--- src/rtl/tick_sel_pkg.sv ---
package tick_sel_pkg;

  // Codes of the source field
  typedef enum logic [2:0] {
    SRC_OFF      = 3'd0,
    SRC_DIRECT   = 3'd1,
    SRC_DIV8     = 3'd2,
    SRC_DIV64    = 3'd3,
    SRC_DIV256   = 3'd4,
    SRC_DIV1024  = 3'd5,
    SRC_EXT_FALL = 3'd6,
    SRC_EXT_RISE = 3'd7
  } srcSel_e;

  localparam int NUM_TAPS = 4;

  // log2 of each divided ratio, tap 0 being the fastest
  function automatic int tapBits(input int idx);
    case (idx)
      0: return 3;
      1: return 6;
      2: return 8;
      default: return 10;
    endcase
  endfunction

  // Strobes sent from the control module to the datapath
  typedef struct packed {
    logic                passAll;
    logic [NUM_TAPS-1:0] tapEn;
    logic                extEn;
    logic                extRise;
  } tickCtl_t;

endpackage

--- src/rtl/tick_sel_ctrl.sv ---
module tick_sel_ctrl
  import tick_sel_pkg::*;
(
  input  logic [2:0] clkSel,
  output tickCtl_t   ctl
);

  srcSel_e selCode;

  always_comb begin
    selCode = srcSel_e'(clkSel);
    ctl     = '0;
    case (selCode)
      SRC_OFF:      ctl = '0;
      SRC_DIRECT:   ctl.passAll = 1'b1;
      SRC_DIV8:     ctl.tapEn[0] = 1'b1;
      SRC_DIV64:    ctl.tapEn[1] = 1'b1;
      SRC_DIV256:   ctl.tapEn[2] = 1'b1;
      SRC_DIV1024:  ctl.tapEn[3] = 1'b1;
      SRC_EXT_FALL: ctl.extEn = 1'b1;
      SRC_EXT_RISE: begin
        ctl.extEn   = 1'b1;
        ctl.extRise = 1'b1;
      end
      default:      ctl = '0;
    endcase
  end

  // At most one tap may be enabled at a time
  always_comb begin
    a_r3_single_tap: assert ($onehot0(ctl.tapEn));
  end

endmodule

--- src/rtl/tick_sel_dp.sv ---
module tick_sel_dp
  import tick_sel_pkg::*;
#(
  parameter int DIV_W       = 10,
  parameter int SYNC_STAGES = 2
) (
  input  logic     clk,
  input  logic     rstN,
  input  tickCtl_t ctl,
  input  logic     extPin,
  input  logic     prescaleClr,
  output logic     tick
);

  localparam int LAST_SYNC = SYNC_STAGES - 1;

  // Free-running shared divider
  logic [DIV_W-1:0] divCnt;

  always_ff @(posedge clk or negedge rstN) begin
    if (!rstN)            divCnt <= '0;
    else if (prescaleClr) divCnt <= '0;
    else                  divCnt <= divCnt + 1'b1;
  end

  // One pulse per tap when its low bits are all ones
  logic [NUM_TAPS-1:0] tapHit;

  generate
    for (genvar t = 0; t < NUM_TAPS; t++) begin : g_tap
      localparam int TB = tapBits(t);
      if (TB <= DIV_W) begin : g_fit
        assign tapHit[t] = &divCnt[TB-1:0];
      end else begin : g_none
        assign tapHit[t] = 1'b0;
      end
    end
  endgenerate

  // Pin synchronizer and edge stage
  logic [SYNC_STAGES-1:0] syncQ;
  logic                   prevQ;
  logic                   syncLvl;
  logic                   riseEdge;
  logic                   fallEdge;

  always_ff @(posedge clk or negedge rstN) begin
    if (!rstN) begin
      syncQ <= '0;
      prevQ <= 1'b0;
    end else begin
      syncQ <= {syncQ[SYNC_STAGES-2:0], extPin};
      prevQ <= syncQ[LAST_SYNC];
    end
  end

  assign syncLvl  = syncQ[LAST_SYNC];
  assign riseEdge = syncLvl & ~prevQ;
  assign fallEdge = ~syncLvl & prevQ;

  logic extTick;
  assign extTick = ctl.extEn & (ctl.extRise ? riseEdge : fallEdge);
  assign tick    = ctl.passAll | (|(ctl.tapEn & tapHit)) | extTick;

  // the divider moves on every cycle without a clear
  a_r4_free_run: assert property (@(posedge clk) disable iff (!rstN)
    !prescaleClr |=> divCnt == DIV_W'($past(divCnt) + 1'b1));

  // a clear strobe zeroes the divider at the next edge
  a_r5_clear_zero: assert property (@(posedge clk) disable iff (!rstN)
    prescaleClr |=> divCnt == '0);

  // an edge pulse never lasts two cycles
  a_r7_rise_single: assert property (@(posedge clk) disable iff (!rstN)
    riseEdge |=> !riseEdge);
  a_r7_fall_single: assert property (@(posedge clk) disable iff (!rstN)
    fallEdge |=> !fallEdge);

endmodule

--- src/rtl/tick_source_sel.sv ---
module tick_source_sel
  import tick_sel_pkg::*;
#(
  parameter int DIV_W       = 10,
  parameter int SYNC_STAGES = 2
) (
  input  logic       clk,
  input  logic       rstN,
  input  logic [2:0] clkSel,
  input  logic       extPin,
  input  logic       prescaleClr,
  output logic       tickOut
);

  tickCtl_t ctl;

  tick_sel_ctrl u_ctrl (
    .clkSel (clkSel),
    .ctl    (ctl)
  );

  tick_sel_dp #(
    .DIV_W       (DIV_W),
    .SYNC_STAGES (SYNC_STAGES)
  ) u_dp (
    .clk         (clk),
    .rstN        (rstN),
    .ctl         (ctl),
    .extPin      (extPin),
    .prescaleClr (prescaleClr),
    .tick        (tickOut)
  );

  // no source selected gives no pulses
  a_r1_off_silent: assert property (@(posedge clk) disable iff (!rstN)
    (clkSel == 3'd0) |-> !tickOut);

  // direct mode pulses on every cycle
  a_r2_direct_all: assert property (@(posedge clk) disable iff (!rstN)
    (clkSel == 3'd1) |-> tickOut);

endmodule

--- config.mk ---
export PLATFORM = sky130hd
export DESIGN_NAME = tick_source_sel
export DESIGN_NICKNAME = d
export VERILOG_FILES = /design/src/rtl/tick_sel_pkg.sv /design/src/rtl/tick_sel_ctrl.sv /design/src/rtl/tick_sel_dp.sv /design/src/rtl/tick_source_sel.sv
export SDC_FILE = /design/constraint.sdc
export NUM_CORES = 1
export LEC_CHECK = 0
export ABC_CLOCK_PERIOD_IN_PS = 4500
export BUFFER_PORTS_ARGS = -buffer_cell sky130_fd_sc_hd__buf_2
export CORE_AREA = 4 4 41 43
export CTS_CLUSTER_DIAMETER = 100
export DETAILED_ROUTE_END_ITERATION = 12
export DIE_AREA = 0 0 45 47
export HOLD_SLACK_MARGIN = 0.1
export PLACE_DENSITY = 0.66
export SETUP_SLACK_MARGIN = 0.3
export SLEW_MARGIN = 20
export SYNTH_ARGS = -nofsm -noshare
export SYNTH_HDL_FRONTEND = slang
export SYNTH_SLANG_ARGS = --single-unit
export TNS_END_PERCENT = 5
--- constraint.sdc ---
create_clock -name clk -period 4.5 [get_ports clk]
set_input_delay 0.45 -clock clk [delete_from_list [all_inputs] [get_ports clk]]
set_output_delay 0.45 -clock clk [all_outputs]
set_load 0.01 [all_outputs]
* Word level (Yosys, flattened, before mapping)
Index checks and enable logic that the tools add are counted.
** Cells by class
- Reductions and logical operators :: 6
- Bitwise gates (word level) :: 8
- Equality and inequality tests :: 7
- $add $sub $neg :: 1
- Multiplexer cells :: 9
** Operators with widths (number)
- equality test 3 bit (second input constant) :: 4
- adder 10 x 1 -> 10 bit (second input constant) :: 1
- 2-to-1 mux 10 bit :: 1
- AND reduction 10 bit :: 1
- 2-to-1 mux 1 bit :: 8
- AND reduction 8 bit :: 1
- equality test 3 x 2 -> 1 bit (second input constant) :: 2
- AND reduction 6 bit :: 1
- AND 4 bit :: 1
- OR reduction 4 bit :: 1
- AND 1 bit :: 3
- equality test 3 x 1 -> 1 bit (second input constant) :: 1
- AND reduction 3 bit :: 1
- inverter 1 bit :: 2
- OR 1 bit :: 2
- OR reduction 2 bit :: 1
** Word-level totals
- Register bits :: 13

* Longest topological paths before layout
- Word-level depth :: 6
- Depth in mapped cells :: 4

* Cells and area by module
From an unflattened synthesis, not the netlist that was laid out.
** Unflattened totals
- Cells, all modules :: 62
- Area, all modules :: 664.4 um^2
** By module, submodules not included
- tick_sel_dp :: area an instance 606.8 um^2, times used 1, seq. area each 325.3 um^2, cells each 55
- tick_sel_ctrl :: area an instance 57.6 um^2, times used 1, seq. area each 0.0 um^2, cells each 7

* Least setup slack after synthesis
No wires, ideal clock.
- Path type :: flip-flop to output port
- From :: reg u_dp.divCnt[0]
- To :: out tickOut
- Slack :: 2702 ps
- Stages on the path, launching flop included :: 5
- Arrival :: 1348 ps
- Required time :: 4050 ps
- Cells stage by stage :: dfrtp_1 > ha_1 > ha_1 > a211o_1 > a211o_1
** Between the ends
- Cells in the longest elaborated chain, start to end :: 5
** Ends and longest elaborated chain
- start, declared :: line tick_sel_dp.sv:18 : logic [DIV_W-1:0] divCnt;
- start signal, assigned :: line tick_sel_dp.sv:23 : else divCnt <= divCnt + 1'b1;
- AND reduction 10 bit, or another cell as far along :: line tick_sel_dp.sv:33 : assign tapHit[t] = &divCnt[TB-1:0];
- AND 4 bit * :: line tick_sel_dp.sv:63 : assign tick = ctl.passAll | (|(ctl.tapEn & tapHit)) | extTick;
- OR reduction 4 bit * :: line tick_sel_dp.sv:63
- OR 1 bit * (2 in a row) :: line tick_sel_dp.sv:63
- end, declared :: line tick_source_sel.sv:12 : output logic tickOut
Every way passes the cells marked *; elsewhere a longest branch is shown, timed or not.

* Final worst setup path
Same ends and word-level chain as after synthesis.

==> summary.md <==
| Metric | Value |
|---|---|
| Mapped Nets | 67 |
| Worst Hold End | u_dp.syncQ[0] |
| Core area | 0.00130 mm2 |
| Largest net degree at the start of global routing | 14 |
| CP required | 4050 ps |
| Yosys cell types | 24 |
| Clk Latency, worst-skew pair | 280 ps |
| Clock sinks | 13 |
| Max-slew violations | 0 |
| Slew HR | 67.9% |
| RSZ-0062 raised after global routing | no |
| Clk buf depth | 2 |
| TritonCTS clock tree | yes |
| DRC errors left | 0 |
| Peak VDD IR | 0.160 mV |
| Worst Clk Skew | 2.07 ps |
| Initial DRC Count | 8 |
| CTS root buffer | clkbuf_4 |
| R2r endpoint | u_dp.divCnt[8] |
| Hold depth | 1 |
| WL final | 1170 um |
| Max_cap viols | 0 |
| Setup WS post-layout | 2220 ps |
| Final nets | 79 |
| Yosys warnings | 0 |
| Worst Hold Class | input port to register |
| Cell Area, Synth | 614 um2 |
| Slew @ Worst Pin | 470 ps |
| Final total negative setup slack | 0 ps |
| Worst slack, placed | 2570 ps |
| Reg2Reg Setup Slack | 3050 ps |
| Fin crit share | 50.6% |
| Placer congestion estimate | 0.752 |
| Gr usage total | 12.9% |
| IO Pins | 8 |
| DIE WIDTH | 45 um |
| #FFs+latches synth | 13 |
| Syn_area_per_cell | 10.6 um2 |
| Synth Instances | 58 |
| Share of layout cells above drive strength 1 | 17.4% |
| Final setup violation count | 0 |
| Min cycle time layout | 2280 ps |
| Critical Path Sink Type | primary output |
| Die height | 47 um |
| Final Core Density | 53.8% |
| CP Class | register to primary output |
| Post-CTS setup buffer count | 0 |
| Vias in the first global route | 471 |
| Power Total | 0.000213 W |
| Port Buf Inserts | 7 |
| Routed Antenna Nets | 0 |
| Vias | 482 |
| Final hold violations | 0 |
| Seq/Total Area, Yosys | 53.0% |
| CTS clk-pin slew, worst paths | 80 ps |
| P per Cell Area | 304 mW/mm2 |
| CP startpoint kind | register |
| Post-DP HPWL | 820 um |
| DR vias/cell | 5.74 |
| Fmax | 0.439 GHz |
| Area growth from synthesis to layout | 14.1% |
| P_leak | 0.310 nW |
| Number of diodes | 0 |
| Length in cells of the worst reg-to-reg path | 4 |
| GR Overflow Total | 0 |
| Total CTS buffers | 3 |
| R2R Path Start | u_dp.divCnt[0] |
| First-pass GRT wire length | 1880 um |
| Drt pass-1 iters | 4 |
| CP max FO | 6 |
| Die ar. | 0.00212 mm2 |
| Status | finished clean |
| DR WL/cell | 13.9 um |
| Worst Path Arrival | 1830 ps |
| # rows | 13 |
| Effective utilization at floorplan | 47.2% |
| Min-delay src | extPin |
| Initial antenna violation count | 0 |
| Depth of the CTS H-tree | 1 |
-- layout by cell type, fill, tap and decap left out, types with 3 or more instances in the layout --
master	count
nand2_1	3
o21ai_0	3
a21oi_1	5
nand3_1	3
dfrtp_1	13
clkbuf_4	3
buf_2	7
nor2_1	4
-- cell usage after synthesis --
cell type	count	area [um2]
a2111oi_0	1	8.76
a211o_1	2	17.5
a21oi_1	5	25.0
and4b_1	1	10.0
clkbuf_1	1	3.75
dfrtp_1	13	325
ha_1	2	25.0
inv_1	2	7.51
nand2_1	3	11.3
nand2b_1	1	6.26
nand3_1	3	15.0
nand3_2	1	10.0
nand3b_1	1	7.51
nand4_1	2	12.5
nor2_1	4	15.0
nor2b_1	2	12.5
nor4bb_1	1	10.0
o21ai_0	3	15.0
o31ai_1	2	15.0
o32ai_1	1	8.76
or3_1	2	12.5
or3_2	1	7.51
or4_1	2	15.0
xor2_1	2	17.5
-- logic make-up after synthesis --
logic type      after synthesis  share of synthesized area [%]
compound gates               14                           14.7
xor+xnor                      2                           2.85
fa+ha+maj                     2                           4.07
buf+inv                       3                           1.83
simple gates                 24                           23.6
flops                        13                           53.0
-- sequential cells by signal (all words and copies together) (netlist names) --
register and flops:
u_dp.divCnt 10, u_dp.syncQ 2, u_dp.prevQ 1
-- timing repair --
item / CTS / global route
hold buffers: 1 / 0
hold endpoints to repair: 13 / 0
gates resized for setup: 0 / 0
-- worst max-delay path: stages, from the launching register on --
cell and delay, ps:
dfrtp_1 390, ha_1 220, nand4_1 220, a2111oi_0 440, a211o_1 160, buf_2 120
-- stage by stage --
step	hold slack [ps]	cell area, um2	std cells
finish	268	701	84
global route	272	701	84
CTS	269	701	84
detailed placement	335	664	79
global placement	336	664	79
floorplan	154	614	58
-- final cells by class --
| class | instances | area [um2] |
|---|---|---|
| Clock buffer | 4 | 26.3 |
| Tap cell | 15 | 18.8 |
| Inverter | 2 | 7.51 |
| Sequential cell | 13 | 325 |
| Fill cell | 120 | 601 |
| Multi-Input combinational cell | 42 | 278 |
| Timing Repair Buffer | 8 | 45.0 |
-- worst max path at each step --
| stage | start | to | cells past startpoint |
|---|---|---|---|
| after global placement | u_dp.divCnt[0] | tickOut | 5 |
| after global routing | u_dp.divCnt[0] | tickOut | 5 |
| after floorplan | u_dp.divCnt[0] | tickOut | 4 |
| after CTS | u_dp.divCnt[0] | tickOut | 5 |
| after detailed placement | u_dp.divCnt[0] | tickOut | 5 |
| final | u_dp.divCnt[0] | tickOut | 5 |
-- report_power, final --
group / switching, W / leakage, nW / internal, W
Combinational: 0.00000878 / 0.123 / 0.00000694
Clock: 0.0000400 / 0.0150 / 0.0000344
Sequential: 0.00000288 / 0.172 / 0.000120
Total: 0.0000516 / 0.310 / 0.000162
-- metal layers --
layer	GRT usage, %	up-vias	wire length, um
li1	-	238	-
met4	10.5	0	37
met3	2.30	5	53
met5	0	-	0
met2	21.5	12	522
met1	14.4	227	554
Power figures use the tool's default switching activity.
